[config.mk]
export PLATFORM = sky130hd
export DESIGN_NAME = upset_campaign_ctrl
export DESIGN_NICKNAME = d
export VERILOG_FILES = /design/src/rtl/ucc_pkg.sv /design/src/rtl/ucc_sat_cnt.sv /design/src/rtl/ucc_lfsr.sv /design/src/rtl/ucc_err_watch.sv /design/src/rtl/upset_campaign_ctrl.sv
export SDC_FILE = /design/constraint.sdc
export NUM_CORES = 1
export LEC_CHECK = 0
export BUFFER_PORTS_ARGS = -buffer_cell sky130_fd_sc_hd__buf_2
export CAP_MARGIN = 25
export CORE_ASPECT_RATIO = 0.5
export CORE_MARGIN = 8
export CORE_UTILIZATION = 51
export DETAILED_ROUTE_END_ITERATION = 7
export PLACE_DENSITY = 0.77
export REMOVE_ABC_BUFFERS = 1
export SLEW_MARGIN = 20
export SYNTH_ARGS = -nofsm -noshare
export SYNTH_HDL_FRONTEND = slang
export SYNTH_HIERARCHICAL = 1
export SYNTH_SLANG_ARGS = --single-unit
[constraint.sdc]
create_clock -name clk -period 5.8 [get_ports clk]
set_input_delay 0.29 -clock clk [delete_from_list [all_inputs] [get_ports clk]]
set_output_delay 0.29 -clock clk [all_outputs]
set_load 0.02 [all_outputs]
[src/rtl/ucc_pkg.sv]
package ucc_pkg;

    typedef enum logic [2:0] {
        ST_IDLE,
        ST_WAIT,
        ST_FIRE,
        ST_HOLD,
        ST_TAIL
    } ucc_state_e;

    // One step of the maximal-length x^8+x^6+x^5+x^4+1 register
    function automatic logic [7:0] lfsr_step(input logic [7:0] s);
        return {s[6:0], s[7] ^ s[5] ^ s[4] ^ s[3]};
    endfunction

endpackage

[src/rtl/ucc_sat_cnt.sv]
module ucc_sat_cnt #(
    parameter int W = 16
) (
    input  logic         clk,
    input  logic         rst_n,
    input  logic         clr,
    input  logic         inc,
    output logic [W-1:0] q
);
    localparam logic [W-1:0] MAXV = '1;

    always_ff @(posedge clk or negedge rst_n) begin
        if (!rst_n)                  q <= '0;
        else if (clr)                q <= '0;
        else if (inc && q != MAXV)   q <= q + 1'b1;
    end
endmodule

[src/rtl/ucc_lfsr.sv]
module ucc_lfsr #(
    parameter logic [7:0] SEED  = 8'h01,
    parameter int         STEPS = 8
) (
    input  logic       clk,
    input  logic       rst_n,
    input  logic       reload,
    input  logic       load,
    output logic [7:0] next_val
);
    import ucc_pkg::*;

    logic [7:0] state_q;
    logic [7:0] chain [STEPS+1];

    assign chain[0] = reload ? SEED : state_q;

    for (genvar i = 0; i < STEPS; i++) begin : g_step
        assign chain[i+1] = lfsr_step(chain[i]);
    end

    assign next_val = chain[STEPS];

    always_ff @(posedge clk or negedge rst_n) begin
        if (!rst_n)    state_q <= SEED;
        else if (load) state_q <= next_val;
    end
endmodule

[src/rtl/ucc_err_watch.sv]
module ucc_err_watch #(
    parameter int DATA_W = 8,
    parameter int CNT_W  = 16
) (
    input  logic              clk,
    input  logic              rst_n,
    input  logic              clear,
    input  logic              arm,
    input  logic              disarm,
    input  logic              obs_valid,
    input  logic [DATA_W-1:0] obs_dut,
    input  logic [DATA_W-1:0] obs_exp,
    output logic [CNT_W-1:0]  err_cnt
);
    logic valid_q, mis_q, armed_q;
    logic fall_bad, hit;

    assign fall_bad = valid_q && !obs_valid && mis_q;
    assign hit      = armed_q && fall_bad;

    always_ff @(posedge clk or negedge rst_n) begin
        if (!rst_n) begin
            valid_q <= 1'b0;
            mis_q   <= 1'b0;
            armed_q <= 1'b0;
        end else begin
            valid_q <= obs_valid;
            if (obs_valid) mis_q <= (obs_dut != obs_exp);
            if (disarm)    armed_q <= 1'b0;
            else if (arm)  armed_q <= 1'b1;
            else if (hit)  armed_q <= 1'b0;
        end
    end

    ucc_sat_cnt #(.W(CNT_W)) u_err_cnt (
        .clk(clk), .rst_n(rst_n), .clr(clear), .inc(hit), .q(err_cnt)
    );
endmodule

[src/rtl/upset_campaign_ctrl.sv]
module upset_campaign_ctrl #(
    parameter logic [7:0] SEED      = 8'h01,
    parameter int         CODE_MIN  = 1,
    parameter int         CODE_MAX  = 141,
    parameter int         WIN_LEN   = 12,
    parameter int         STRETCH   = 3,
    parameter int         STAGE_LEN = 15,
    parameter int         LEN_W     = 16,
    parameter int         CNT_W     = 16,
    parameter int         DATA_W    = 8
) (
    input  logic              clk,
    input  logic              rst_n,
    input  logic              start,
    input  logic              stop,
    input  logic [LEN_W-1:0]  campaign_len,
    input  logic              directed_en,
    input  logic [7:0]        directed_code,
    input  logic              obs_valid,
    input  logic [DATA_W-1:0] obs_dut,
    input  logic [DATA_W-1:0] obs_exp,
    output logic              inj_req,
    output logic [7:0]        inj_code,
    output logic              busy,
    output logic              done,
    output logic [CNT_W-1:0]  upset_cnt,
    output logic [CNT_W-1:0]  err_cnt
);
    import ucc_pkg::*;

    localparam int SC_W = $clog2(STAGE_LEN);
    localparam int PH_W = $clog2(WIN_LEN);
    localparam int HC_W = $clog2(STRETCH + 1);

    ucc_state_e        state, nxt;
    logic [SC_W-1:0]   sc;
    logic [PH_W-1:0]   ph, ph_adv;
    logic [HC_W-1:0]   hc;
    logic [LEN_W-1:0]  stages_done, len_q;
    logic [7:0]        code_q, lfsr_next, code_sel;
    logic              code_ok_q, code_ok_sel;
    logic              accept, stage_end, last_stage, stage_load;

    assign accept     = (state == ST_IDLE) && start;
    assign stage_end  = (state != ST_IDLE) && (int'(sc) == STAGE_LEN - 1);
    assign last_stage = (stages_done == len_q - 1'b1);
    assign ph_adv     = (int'(ph) == WIN_LEN - 1) ? '0 : ph + 1'b1;
    assign stage_load = (accept && campaign_len != '0) ||
                        (stage_end && !stop && !last_stage);
    assign code_sel    = directed_en ? directed_code : lfsr_next;
    assign code_ok_sel = (int'(code_sel) >= CODE_MIN) && (int'(code_sel) <= CODE_MAX);

    ucc_lfsr #(.SEED(SEED), .STEPS(8)) u_lfsr (
        .clk(clk), .rst_n(rst_n), .reload(accept),
        .load(stage_load), .next_val(lfsr_next)
    );

    // State register
    always_ff @(posedge clk or negedge rst_n) begin
        if (!rst_n) state <= ST_IDLE;
        else        state <= nxt;
    end

    // Next state
    always_comb begin
        nxt = state;
        unique case (state)
            ST_IDLE: if (accept && campaign_len != '0) nxt = ST_FIRE;
            ST_WAIT: if (int'(sc) + 1 == int'(ph)) nxt = ST_FIRE;
            ST_FIRE: nxt = ST_HOLD;
            ST_HOLD: if (stage_end)                    nxt = last_stage ? ST_IDLE : (ph_adv == '0 ? ST_FIRE : ST_WAIT);
                     else if (int'(hc) == STRETCH - 1) nxt = ST_TAIL;
            ST_TAIL: if (stage_end)                    nxt = last_stage ? ST_IDLE : (ph_adv == '0 ? ST_FIRE : ST_WAIT);
            default: nxt = ST_IDLE;
        endcase
        if (stop && state != ST_IDLE) nxt = ST_IDLE;
    end

    // Stage bookkeeping
    always_ff @(posedge clk or negedge rst_n) begin
        if (!rst_n) begin
            sc <= '0; ph <= '0; hc <= '0;
            stages_done <= '0; len_q <= '0;
            code_q <= '0; code_ok_q <= 1'b0; done <= 1'b0;
        end else begin
            if (accept) begin
                len_q       <= campaign_len;
                stages_done <= '0;
                ph          <= '0;
                sc          <= '0;
                done        <= (campaign_len == '0);
            end else if (state != ST_IDLE) begin
                sc <= stage_end ? '0 : sc + 1'b1;
                if (stage_end) begin
                    ph          <= ph_adv;
                    stages_done <= stages_done + 1'b1;
                    if (last_stage && !stop) done <= 1'b1;
                end
            end
            hc <= (state == ST_HOLD) ? hc + 1'b1 : '0;
            if (stage_load) begin
                code_q    <= code_sel;
                code_ok_q <= code_ok_sel;
            end
        end
    end

    // Outputs
    always_comb begin
        busy     = (state != ST_IDLE);
        inj_req  = (state == ST_FIRE) && code_ok_q;
        inj_code = code_q;
    end

    ucc_sat_cnt #(.W(CNT_W)) u_upset_cnt (
        .clk(clk), .rst_n(rst_n), .clr(accept), .inc(inj_req), .q(upset_cnt)
    );

    ucc_err_watch #(.DATA_W(DATA_W), .CNT_W(CNT_W)) u_err (
        .clk(clk), .rst_n(rst_n), .clear(accept), .arm(inj_req),
        .disarm(stage_end || stop || accept),
        .obs_valid(obs_valid), .obs_dut(obs_dut), .obs_exp(obs_exp),
        .err_cnt(err_cnt)
    );
endmodule

# Word-level counts from Yosys, hierarchy flattened
# Cells that the tools add are included.
classes:
  add_sub_neg: 8
  magnitude_cmp: 2
  eq_ne: 16
  n_mux: 33
  bitwise: 24
  n_reduce_logical: 34
ops:
  columns: ["op", "n"]
  rows:
  - ["$mux W16", 7]
  - ["$add A16 B1 Y16 const B", 3]
  - ["$ne A16 B16 Y1 const B", 2]
  - ["$mux W4", 7]
  - ["$xor A1 B1 Y1", 24]
  - ["$mux W3", 6]
  - ["$eq A16 B16 Y1", 1]
  - ["$logic_not A16 Y1", 1]
  - ["$mux W8", 2]
  - ["$reduce_bool A16 Y1", 1]
  - ["$sub A16 B1 Y16 const B", 1]
  - ["$pmux W3 S5", 1]
  - ["$logic_and A1 B1 Y1", 14]
  - ["$reduce_bool A2 Y1", 5]
  - ["$add A4 B1 Y4 const B", 2]
  - ["$ge A8 B1 Y1 const B", 1]
  - ["$le A8 B8 Y1 const B", 1]
  - ["$ne A8 B8 Y1", 1]
  - ["$mux W1", 7]
  - ["$eq A3 B2 Y1 const B", 2]
  - ["$mux W2", 3]
  - ["$ne A3 B3 Y1 const B", 2]
  - ["$reduce_bool A3 Y1", 2]
  - ["$add A4 B1 Y5 const B", 1]
  - ["other kinds (16)", 20]
totals:
  ff_bits: 98
  in_bits: 46
  out_inout_bits: 43

# Longest topological paths before layout
# Gate-level depths: netlist of the first run.
logic_depth:
  ltp_word: 12
  ltp_mapped: 14

# Hierarchy
# The synthesis of the first run kept the hierarchy.
by_module_without_submodules:
  columns: ["mod", "instances", "cells_each", "area_each_um2"]
  rows:
  - ["upset_campaign_ctrl", 1, 354, 3393.3]
  - ["ucc_sat_cnt", 2, 98, 942.2]
  - ["ucc_lfsr", 1, 56, 568.0]
  - ["ucc_err_watch", 1, 20, 191.4]

# Least setup slack after synthesis of the first run
# OpenSTA, ideal clock, no wires.
synth_path:
  path_kind: "register -> register"
  startpoint: "register state[2]"
  endpoint: "register code_ok_q"
  setup_time_ns: 0.125
  arrival_ns: 3.220
  setup_slack_ns: 2.454
  stages_incl_launch_ff: 12
  path_buffers: 4
  synth_period_minus_slack_ns: 3.346
  path_cell_list: "dfrtp_1 clkbuf_1 nor3_1 and2_0 clkbuf_1 buf_1 clkbuf_1 nor2_1 o41ai_1 nor4bb_1 a21oi_1 mux2_4"
synth_via:
  elab_chain_cells: 12
synth_rtl:
  columns: ["item", "line", "rtl"]
  rows:
  - ["from (decl)", "upset_campaign_ctrl.sv:35", "ucc_state_e state, nxt;"]
  - ["from (signal assigned)", "upset_campaign_ctrl.sv:61", "else state <= nxt;"]
  - ["$logic_not A3 Y1 *", "upset_campaign_ctrl.sv:44", "assign accept = (state == ST_IDLE) && start;"]
  - ["$logic_and A1 B1 Y1 *", "upset_campaign_ctrl.sv:44", null]
  - ["via accept", "upset_campaign_ctrl.sv:42", "logic accept, stage_end, last_stage, stage_load;"]
  - ["$mux W8 *", "ucc_lfsr.sv:16", "assign chain[0] = reload ? SEED : state_q;"]
  - ["$xor A1 B1 Y1 (2 in series)", "ucc_pkg.sv:13", "return {s[6:0], s[7] ^ s[5] ^ s[4] ^ s[3]};"]
  - ["$xor A1 B1 Y1 *", "ucc_pkg.sv:13", null]
  - ["via lfsr_next[6]", "upset_campaign_ctrl.sv:40", "logic [7:0] code_q, lfsr_next, code_sel;"]
  - ["$xor A1 B1 Y1 (3 in series)", "ucc_pkg.sv:13", null]
  - ["$mux W8 *", "upset_campaign_ctrl.sv:50", "assign code_sel = directed_en ? directed_code : lfsr_next;"]
  - ["$ge A8 B1 Y1 / $le A8 B8 Y1 (equally long branches)", "upset_campaign_ctrl.sv:51", "assign code_ok_sel = (int'(code_sel) >= CODE_MIN) && (int'(code_sel) <= CODE_MAX);"]
  - ["$logic_and A1 B1 Y1 *", "upset_campaign_ctrl.sv:51", null]
  - ["to (signal assigned)", "upset_campaign_ctrl.sv:103", "code_ok_q <= code_ok_sel;"]
  - ["to (decl)", "upset_campaign_ctrl.sv:41", "logic code_ok_q, code_ok_sel;"]
# Mark *: on every way through the listed nets, which the timed path passes. The rest lies on a longest branch.
# A chain may end at the register's enable or synchronous reset.

# Final worst setup path of the first run
layout_path:
  startpoint: "register len_q[3]"
  endpoint: "register u_lfsr.state_q[5]"
layout_via:
  elab_chain_cells: 5
layout_rtl:
  columns: ["item", "line", "rtl"]
  rows:
  - ["from (decl)", "upset_campaign_ctrl.sv:39", "logic [LEN_W-1:0] stages_done, len_q;"]
  - ["from (signal assigned)", "upset_campaign_ctrl.sv:87", "len_q <= campaign_len;"]
  - ["$sub A16 B1 Y16", "upset_campaign_ctrl.sv:46", "assign last_stage = (stages_done == len_q - 1'b1);"]
  - ["$eq A16 B16 Y1", "upset_campaign_ctrl.sv:46", null]
  - ["$logic_not A1 Y1", "upset_campaign_ctrl.sv:49", "(stage_end && !stop && !last_stage);"]
  - ["$logic_and A1 B1 Y1", "upset_campaign_ctrl.sv:49", null]
  - ["$logic_or A1 B1 Y1", "upset_campaign_ctrl.sv:48", "assign stage_load = (accept && campaign_len != '0) ||"]
  - ["to (signal assigned)", "ucc_lfsr.sv:26", "else if (load) state_q <= next_val;"]
  - ["to (decl)", "ucc_lfsr.sv:13", "logic [7:0] state_q;"]
# No other way between the ends.

==> metrics.csv, run 1 <==
metric,value,unit
outcome,completed,
drt initial violations,363,
Total Routing Usage GR,17.9,%
pwr/cell area,428,nW/um^2
final slew viol count,0,
n_diodes,0,
Setup Skew,0.00874,ns
vias in the first global route,4887,
met1 Use GR,22.2,%
root buf cell,clkbuf_16,
Setup crit end kind,flop,
crit path kind,flop to flop,
cells after synthesis,626,
"Req. time, crit path",6.03,ns
RSZ-0062 raised after global routing,no,
Final HPWL DP,9750,um
Initial DRT Pass Iterations,6,
maxcap violations,0,
grt ovf,0,
mapped cell area,6040,um^2
CTS tree,done,
asr flop ratio synth,100,%
first-pass GRT wire length,23500,um
"Seq/Total Area, Yosys",40.6,%
core box area,11700,um^2
Worst EP arrival,3.87,ns
TNS Setup,0,ns
Die Area,15800,um^2
drt via density,5.79,
Post-synth EDFFs,0,
total chip power,2.93,mW
initial antenna violation count,0,
Setup-failing EPs final,0,
startpoint types,flop,
"critical path fanouts, max",17,
top_reg_cell synth,dfrtp_1,
Post-CTS Setup Repair Bufs,0,
wire per inst,16.1,um
die height,92.9,um
Tmin final,3.64,ns
CP max stage delay,0.65,ns
area delta synth->final,13.4,%
IO Port Bufs,88,
leak pwr,3.06,nW
clk slew on worst S/H paths,0.07,ns
Starting Density,51.7,%
Hold Crit Class,primary input to flop,
num rows,28,
crit share post-route,62.8,%
Highest Clock Rate,274,MHz
Final Hold Fails,0,
Worst path slowest cell,nor4_2,
maximum VDD drop,0.184,mV
clk sinks,98,
max_slew headroom,38.1,%
M2 GR Usage,30.4,%
Num CTS Buffers,9,
post-route cell area,6850,um^2
H-tree depth,3,
I/O pin cnt,89,
layout cell share with drive strength beyond 1,24.0,%
DRC errors left,0,
Placement Cell Area,6540,um^2
pin count of the biggest net entering global routing,66,
Die W,170,um
synth warn,6,
post-layout net count,752,
post-layout util,58.7,%
Netlist cell types,67,
gr busiest metal,met2,
via count,5030,
antenna-violating nets left,0,
actual slew at the worst max-slew pin,0.921,ns
GP Congestion,0.918,
Synth Register Bits,98,
Routed WL,14000,um
Mean Syn Cell Area,9.64,um^2
later-pin clock latency in the skew report,0.35,ns
crit-path cells,nor4_2 -> nand3_1 -> a2111oi_4 -> o211ai_1 -> or4_4 -> a21bo_1 -> inv_1 -> nor4_1 -> a311o_1,
CTS max path bufs,2,
met3 Use GR,4.16,%
fill cell count,999,
[flip-flops by register name, summed over array words and instances (netlist names)]
| register | flops |
|---|---|
| len_q | 16 |
| stages_done | 16 |
| u_err/u_err_cnt/q | 16 |
| u_upset_cnt/q | 16 |
| inj_code | 8 |
| u_lfsr/state_q | 8 |
| ph | 4 |
| sc | 4 |
| state | 3 |
| hc | 2 |
| code_ok_q | 1 |
| done | 1 |
| u_err/armed_q | 1 |
| u_err/mis_q | 1 |
| u_err/valid_q | 1 |
[cells by family after synthesis]
family                   share of synthesized area (%)
AO/OA/AOI/OAI                                     13.3
XOR/XNOR                                          9.04
adder cells (fa/ha/maj)                           1.66
buffers and inverters                             4.27
flip-flops                                        40.6
multiplexers                                      7.81
AND/OR/NAND/NOR                                   23.3
[worst max-delay path: cells and delay by family, from the launching register on]
kind            cells  cell delay [ns]
compound gates      4             1.30
buf+inv             1             0.27
flops               1             0.45
simple gates        4             1.51
[timing repair]
action,in CTS,in global routing
resized for setup,0,0
hold endpoints to repair,33,0
hold buffers,1,0
[synthesized netlist by cell type (14+ instances only)]
library cell   n  area share [%]
nand4_1       20             2.1
nor2b_1       14             1.5
o31ai_1       18             2.2
inv_1         22             1.4
nor2_1        58             3.6
dfrtp_1       97              40
a21oi_1       39             3.2
nand2_1       43             2.7
nand3_1       15             1.2
xor2_1        29             4.2
o21ai_0       24             2.0
xnor2_1       23             3.3
nor4_1        18             1.9
clkbuf_1      19             1.2
mux2_2        21             3.9
[per-stage QoR]
stage | hold slack (ns) | worst slack [ns] | std cells
2_1_floorplan | -0.00559 | 0.892 | 594
3_3_place_gp | 0.260 | 2.30 | 851
3_5_place_dp | 0.258 | 2.19 | 851
4_1_cts | 0.0816 | 2.17 | 868
5_1_grt | 0.0781 | 1.85 | 868
6_report | 0.0896 | 2.16 | 868
[power by group]
group / leakage [nW] / internal, mW / switching, mW
combinational: 1.65 / 0.583 / 0.693
clock: 0.133 / 0.333 / 0.264
sequential: 1.27 / 0.846 / 0.211
[worst paths after layout]
kind                       depth (start not counted)                  from                                to  slack [ns]
setup / recovery                                   9  len_q[3]$_DFFE_PN0P_     u_lfsr/state_q[5]$_DFFE_PN0P_        2.16
hold / removal                                     1             obs_valid           u_err/valid_q$_DFF_PN0_        0.09
setup reg to reg                                   9  len_q[3]$_DFFE_PN0P_     u_lfsr/state_q[5]$_DFFE_PN0P_        2.16
hold reg to reg                                    1       hc[0]$_DFF_PN0_                   hc[0]$_DFF_PN0_        0.44
max in group asynchronous                          3                 rst_n  u_err/u_err_cnt/q[8]$_DFFE_PN0P_        4.21
min in group asynchronous                          2                 rst_n        stages_done[2]$_DFFE_PN0P_        0.42
[final cells by class]
type	count	area, um^2	area share (%)
Tap cell	165	206	3.01
Sequential cell	98	2450	35.8
Timing Repair Buffer	93	483	7.05
Clock buffer	9	225	3.29
Multi-Input combinational cell	474	3330	48.6
Clock inverter	7	70.1	1.02
Inverter	22	82.6	1.21
[cells in the final DEF, fill, tap and decap left out, types with 3 or more instances in the layout]
master      netlist  final
o41ai_1           3      3
nor2b_1          14     14
or4_1            10     10
inv_1            22     22
nor3_1           11     11
o31ai_1          18     18
buf_2             1     87
mux2_2           21     21
a31oi_1           7      7
buf_4             1      5
nor4_1           18     18
o21ai_0          24     24
o211ai_1          3      3
mux2i_1           4      4
and3_1            9      9
clkbuf_16         0      9
nand3b_1          5      5
ha_1              8      8
dfrtp_1          97     97
mux2_1            8      8
o21ai_1           6      6
nand4_1          20     20
xnor3_1           4      4
nor2_1           58     58
nand2_1          43     43
a21oi_1          39     39
and4_2            4      4
and2_1            3      3
mux2_4            7      7
or3_2             3      3
a22o_1            4      4
or4_2             4      4
clkinvlp_4        0      4
xor2_1           29     29
xnor2_1          23     23
or3_1            10     10
nand3_1          15     15
[layer usage]
metal	vias to the layer above	wire length, um
met3	21	657
met5	-	0
met2	130	6970
li1	2428	-
met1	2451	6090
met4	0	244
Power figures use the tool's default switching activity.
==> run 2, diff against run 1 <==
Settings changed: ABC_AREA set to 1, PLACE_DENSITY 0.77 to 0.76.
Clock period 5.8 ns to 3.4 ns, I/O delays scaled along.
==> run 2 against run 1 <==
Against the previous run:
- global-route usage is 1.1 points higher
- power is 95% higher
- cell area is 12% higher
- critical path type unchanged
- final cell count is 40% higher
- non-clock buffer count is 3 higher
- sequential share of layout area is 3.7 points lower
==> metrics.csv, run 2 <==
metric,value,unit,change
later-pin clock latency in the skew report,0.34,ns,about the same
setup ws final,0.367,ns,-1.79 ns
post-cts sizing count,0,,unchanged
Die Area,17300,um^2,+9.7%
clk sinks,98,,unchanged
root buf cell,clkbuf_16,,
worst reg2reg path depth,21,,+12
num rows,29,,+3.6%
top_reg_cell synth,dfrtp_1,,
cells after synthesis,945,,+51%
"Req. time, crit path",3.63,ns,-2.40 ns
mapped cell area,6710,um^2,+11%
outcome,completed,,
max_slew headroom,40.3,%,+2.2 points
Netlist cell types,46,,-31%
GP Congestion,0.915,,-0.31%
"critical path fanouts, max",11,,-6
Setup-failing EPs final,0,,unchanged
fill cell count,1165,,+17%
initial antenna violation count,0,,unchanged
"Seq/Total Area, Yosys",36.5,%,-4.1 points
I/O pin cnt,89,,unchanged
Synth area leaders,"dfrtp_1, nand2_1, nand3_1",,
core box area,12800,um^2,+9.5%
most frequent cells in the layout,"nand2_1, inv_1, dfrtp_1",,
layout cell share with drive strength beyond 1,19.8,%,-4.3 points
r2r setup slk,0.37,ns,-1.79 ns
FF/Latch Area,2450,um^2,unchanged
Total Routing Usage GR,19.0,%,+1.1 points
leading area contributor after synthesis,dfrtp_1,,
actual slew at the worst max-slew pin,0.892,ns,-0.0294 ns
crit path kind,flop to flop,,
Worst EP arrival,3.26,ns,-0.61 ns
DRC errors left,0,,unchanged
"most common cell after layout, fill and taps aside",nand2_1,,
multi-input combinational cell area,3680,um^2,+11%
Critical Path Source,state[1]$_DFFE_PN0P_,,
maxcap violations,0,,unchanged
synth warn,6,,unchanged
n_diodes,0,,unchanged
drt via density,5.12,,-12%
top cell type's share of synthesized area,36.2,%,-4.1 points
Setup crit end kind,flop,,
post-route cell area,7640,um^2,+12%
Starting Density,52.6,%,+0.82 points
maximum VDD drop,0.302,mV,+64%
Tmin final,3.03,ns,-0.611 ns
CTS tree,done,,
Post-synth EDFFs,0,,unchanged
cts hold-fix bufs,2,,+1
RSZ-0062 raised after global routing,no,,
drt initial violations,378,,+4.1%
clk slew on worst S/H paths,0.06,ns,about the same
Highest Clock Rate,330,MHz,+20%
pin count of the biggest net entering global routing,55,,-17%
startpoint types,flop,,
H-tree depth,3,,unchanged
crit share post-route,89.2,%,+26 points
area delta synth->final,13.8,%,
Post-CTS Setup Repair Bufs,0,,unchanged
Commonest cells post-synth,"nand2_1, inv_1, dfrtp_1",,
Initial DRT Pass Iterations,5,,-1
wire per inst,13.1,um,-18%
CTS max path bufs,2,,unchanged
leak pwr,4.03,nW,+31%
antenna-violating nets left,0,,unchanged
final slew viol count,0,,unchanged
die height,97.1,um,+4.5%
grt ovf,0,,unchanged
pwr/cell area,747,nW/um^2,+75%
Num CTS Buffers,9,,unchanged
IO Port Bufs,88,,unchanged
first-pass GRT wire length,27900,um,+19%
post-layout net count,1091,,+45%
Synth Register Bits,98,,unchanged
crit path to,code_ok_q$_DFFE_PN0P_,,
Routed WL,15900,um,+14%
TNS Setup,0,ns,unchanged
asr flop ratio synth,100,%,unchanged
via count,6196,,+23%
Mean Syn Cell Area,7.10,um^2,-26%
most frequent cell after synthesis,nand2_1,,
Setup Skew,0.00451,ns,-0.00423 ns
Final Hold Fails,0,,unchanged
RR Startpoint,state[1]$_DFFE_PN0P_,,
Final HPWL DP,12200,um,+25%
Place WS,0.428,ns,-1.76 ns
Reg2Reg Capture Point,code_ok_q$_DFFE_PN0P_,,
Placement Cell Area,7330,um^2,+12%
Hold Crit Class,primary input to flop,,
vias in the first global route,6218,,+27%
Die W,178,um,+4.9%
[run 2: logic make-up after synthesis]
family / Yosys count / synth area share [%]
xor+xnor: 32 / 4.17
fa+ha+maj: 8 / 1.49
mux: 1 / 0.168
simple gates: 581 / 41.7
buf+inv: 139 / 8.57
flops: 98 / 36.5
compound gates: 86 / 7.34
[run 2: cell type report]
| class | instances | share of cell area (%) |
|---|---|---|
| Multi-Input combinational cell | 708 | 48.2 |
| Inverter | 124 | 6.21 |
| Clock buffer | 13 | 3.27 |
| Clock inverter | 2 | 0.491 |
| Timing Repair Buffer | 96 | 6.91 |
| Sequential cell | 98 | 32.1 |
| Tap cell | 170 | 2.78 |
[run 2: worst max-delay path, stage by stage, from the launching register on]
cell and delay (ns):
dfrtp_1 0.44, nor2_2 0.17, nand2_4 0.11, nor2_2 0.36, inv_2 0.23, nand2_1 0.19, nand2_1 0.09, nand2_2 0.08
nand2_2 0.05, nand2_2 0.08, nand3_1 0.09, nand2_1 0.07, nand2_1 0.06, and2_1 0.15, inv_1 0.04, o21ai_0 0.10
nor3_1 0.23, nand2_1 0.07, o22ai_1 0.15, inv_1 0.05, nand2_1 0.06, nand2_1 0.04
[run 2: power by group]
| group | internal (mW) | switching [mW] | total, mW |
|---|---|---|---|
| clock network | 0.588 | 0.425 | 1.01 |
| registers | 1.45 | 0.308 | 1.76 |
| logic | 0.987 | 1.95 | 2.94 |
[run 2: worst min path at each step]
stage                          start                            end  slack, ns  cells after the start
global route         campaign_len[4]           len_q[4]$_DFFE_PN0P_       0.06                      3
finish              campaign_len[14]          len_q[14]$_DFFE_PN0P_       0.05                      3
CTS                 campaign_len[14]          len_q[14]$_DFFE_PN0P_       0.04                      3
floorplan                      rst_n          code_ok_q$_DFFE_PN0P_      -0.13                      0
detailed placement             rst_n  u_lfsr/state_q[5]$_DFFE_PN0P_       0.14                      1
global placement           obs_valid        u_err/valid_q$_DFF_PN0_       0.31                      1
[run 2: through the flow]
stage / utilization (%) / hold WS, ns / cells / power [mW]
floorplan: - / -0.126 / 930 / 3.96
global placement: 57.2 / 0.307 / 1193 / 4.61
detailed placement: 57.4 / 0.143 / 1194 / 4.70
CTS: 59.8 / 0.0437 / 1211 / 5.73
global route: 59.8 / 0.0615 / 1211 / 6.19
finish: 59.8 / 0.0523 / 1211 / 5.71
[run 2: layer usage]
metal	global-route usage [%]	vias up	wire, um	share of wire [%]
met5	0	-	0	0
met3	3.61	17	550	3.5
met4	4.86	0	213	1.3
li1	-	3183	-	-
met2	33.9	91	7950	50
met1	23.0	2905	7190	45
==> run 3, diff against run 2 <==
Settings changed: CTS_CLUSTER_SIZE set to 12, HOLD_SLACK_MARGIN set to 0.08, SLEW_MARGIN 20 to 10.
==> run 3 against run 2 <==
Against the previous run:
- fmax barely moved
- count of clock-buffer cells in the layout did not move
- combinational power barely moved
- cell area rose by 1.8%
- sequential cell count did not move
- hold slack improved by 0.033 ns
==> metrics.csv, run 3 (synthesis results as in run 2) <==
metric,value,unit,change
wire per inst,13.2,um,+0.48%
crit-path cells,nor2_2 -> nand2_4 -> nor2_2 -> inv_2 -> nand2_1 -> nand2_1 -> nand2_2 -> nand2_2 -> nand2_2 -> nand3_1 -> nand2_1 -> nand2_1 -> and2_1 -> inv_1 -> o21ai_0 -> nor3_1 -> nand2_1 -> o22ai_1 -> inv_1 -> nand2_1 -> nand2_1,,
layout cell share with drive strength beyond 1,19.5,%,-0.26 points
IO Port Bufs,88,,unchanged
antenna-violating nets left,0,,unchanged
drt via density,5.12,,+0.10%
GP Congestion,0.915,,unchanged
Final Hold Fails,0,,unchanged
Initial DRT Pass Iterations,5,,unchanged
cts hold-fix bufs,16,,+14
root buf cell,clkbuf_16,,
Highest Clock Rate,330,MHz,about the same
CP max stage delay,0.43,ns,about the same
later-pin clock latency in the skew report,0.33,ns,about the same
crit share post-route,89.1,%,about the same
maximum VDD drop,0.302,mV,+0.16%
Die Area,17300,um^2,unchanged
CTS max path bufs,2,,unchanged
first-pass GRT wire length,28300,um,+1.4%
area delta synth->final,15.9,%,
clk slew on worst S/H paths,0.07,ns,about the same
Setup-failing EPs final,0,,unchanged
"most common cell after layout, fill and taps aside",nand2_1,,
vias in the first global route,6298,,+1.3%
core box area,12800,um^2,unchanged
Setup crit end kind,flop,,
actual slew at the worst max-slew pin,0.879,ns,-0.0126 ns
die height,97.1,um,unchanged
hold_ws,0.0849,ns,+0.0326 ns
r2r setup slk,0.37,ns,about the same
leak pwr,4.08,nW,+1.5%
via count,6274,,+1.3%
"most used cell, CP",nand2_1,,
Num CTS Buffers,9,,unchanged
outcome,completed,,
"Req. time, crit path",3.63,ns,about the same
final slew viol count,0,,unchanged
post-layout net count,1105,,+1.3%
Hold Crit Class,primary input to flop,,
maxcap violations,0,,unchanged
grt ovf,0,,unchanged
"critical path fanouts, max",11,,unchanged
initial antenna violation count,0,,unchanged
drt initial violations,387,,+2.4%
RSZ-0062 raised after global routing,no,,
Worst EP arrival,3.26,ns,about the same
DRC errors left,0,,unchanged
"Largest delay share family, worst path",simple AND/OR/NAND/NOR gates,,
I/O pin cnt,89,,unchanged
Final HPWL DP,12200,um,unchanged
CTS tree,done,,
most frequent cells in the layout,"nand2_1, inv_1, dfrtp_1",,
Total Routing Usage GR,19.3,%,+0.29 points
pwr/cell area,735,nW/um^2,-1.7%
TNS Setup,0,ns,unchanged
Worst path slowest cell,dfrtp_1,,
H-tree depth,3,,unchanged
post-route cell area,7780,um^2,+1.8%
n_diodes,0,,unchanged
total chip power,5.72,mW,+0.13%
max_slew headroom,41.2,%,+0.84 points
Setup Skew,0.00403,ns,-0.000483 ns
clk sinks,98,,unchanged
Post-CTS Setup Repair Bufs,0,,unchanged
pin count of the biggest net entering global routing,55,,unchanged
post-cts sizing count,0,,unchanged
num rows,29,,unchanged
crit path kind,flop to flop,,
Routed WL,16200,um,+1.6%
Die W,178,um,unchanged
startpoint types,flop,,
CP bufs+invs,3,,unchanged
Tmin final,3.03,ns,-0.00296 ns
Starting Density,52.6,%,unchanged
Placement Cell Area,7330,um^2,unchanged
-- run 3: changes by cell type in the layout (fill, tap and decap cells not counted), sizes merged --
cell / change
dlygate4sd3: +14
-- run 3: per-stage QoR --
step	util, %	std cells	worst slack, ns
global route	60.9	1225	0.0216
CTS	60.9	1225	0.396
global placement	57.2	1193	0.583
floorplan	-	930	0.0965
finish	60.9	1225	0.370
detailed placement	57.4	1194	0.428
-- run 3: path summary, 6_finish.rpt --
check / from / cells past startpoint / to
max reg2reg: state[2]$_DFFE_PN0P_ / 21 / code_ok_q$_DFFE_PN0P_
max in group asynchronous: rst_n / 4 / len_q[13]$_DFFE_PN0P_
min: campaign_len[5] / 3 / len_q[5]$_DFFE_PN0P_
max: state[2]$_DFFE_PN0P_ / 21 / code_ok_q$_DFFE_PN0P_
min in group asynchronous: rst_n / 2 / u_lfsr/state_q[5]$_DFFE_PN0P_
min reg2reg: hc[0]$_DFF_PN0_ / 1 / hc[0]$_DFF_PN0_
-- run 3: final cells by class --
| class | instances | area [um^2] |
|---|---|---|
| well taps | 170 | 213 |
| fillers | 1141 | 4990 |
| multi-input cells | 708 | 3680 |
| inverters | 124 | 474 |
| clock buffers | 13 | 250 |
| clock inverters | 2 | 37.5 |
| repair buffers | 110 | 668 |
| flip-flops and latches | 98 | 2450 |
-- run 3: worst register-to-register path, cell delays in order (launching register included) --
cell	delay (ns)
dfrtp_1	0.43
nor2_2	0.19
nand2_4	0.11
nor2_2	0.35
inv_2	0.22
nand2_1	0.19
nand2_1	0.09
nand2_2	0.09
nand2_2	0.05
nand2_2	0.08
nand3_1	0.09
nand2_1	0.07
nand2_1	0.06
and2_1	0.15
inv_1	0.04
o21ai_0	0.10
nor3_1	0.23
nand2_1	0.07
o22ai_1	0.15
inv_1	0.05
nand2_1	0.06
nand2_1	0.04
-- run 3: per-layer routing --
metal	routed length, um	GRT usage, %	part of all wire, %
met5	0	0	0
met4	215	4.99	1.3
met3	570	3.49	3.5
met2	8170	34.6	50
met1	7220	23.3	45
-- run 3: power breakdown --
part | leakage, nW | total, mW | switching (mW) | internal, mW
Sequential | 1.30 | 1.76 | 0.307 | 1.45
Combinational | 2.65 | 2.95 | 1.96 | 0.998
Clock | 0.136 | 1.01 | 0.421 | 0.588
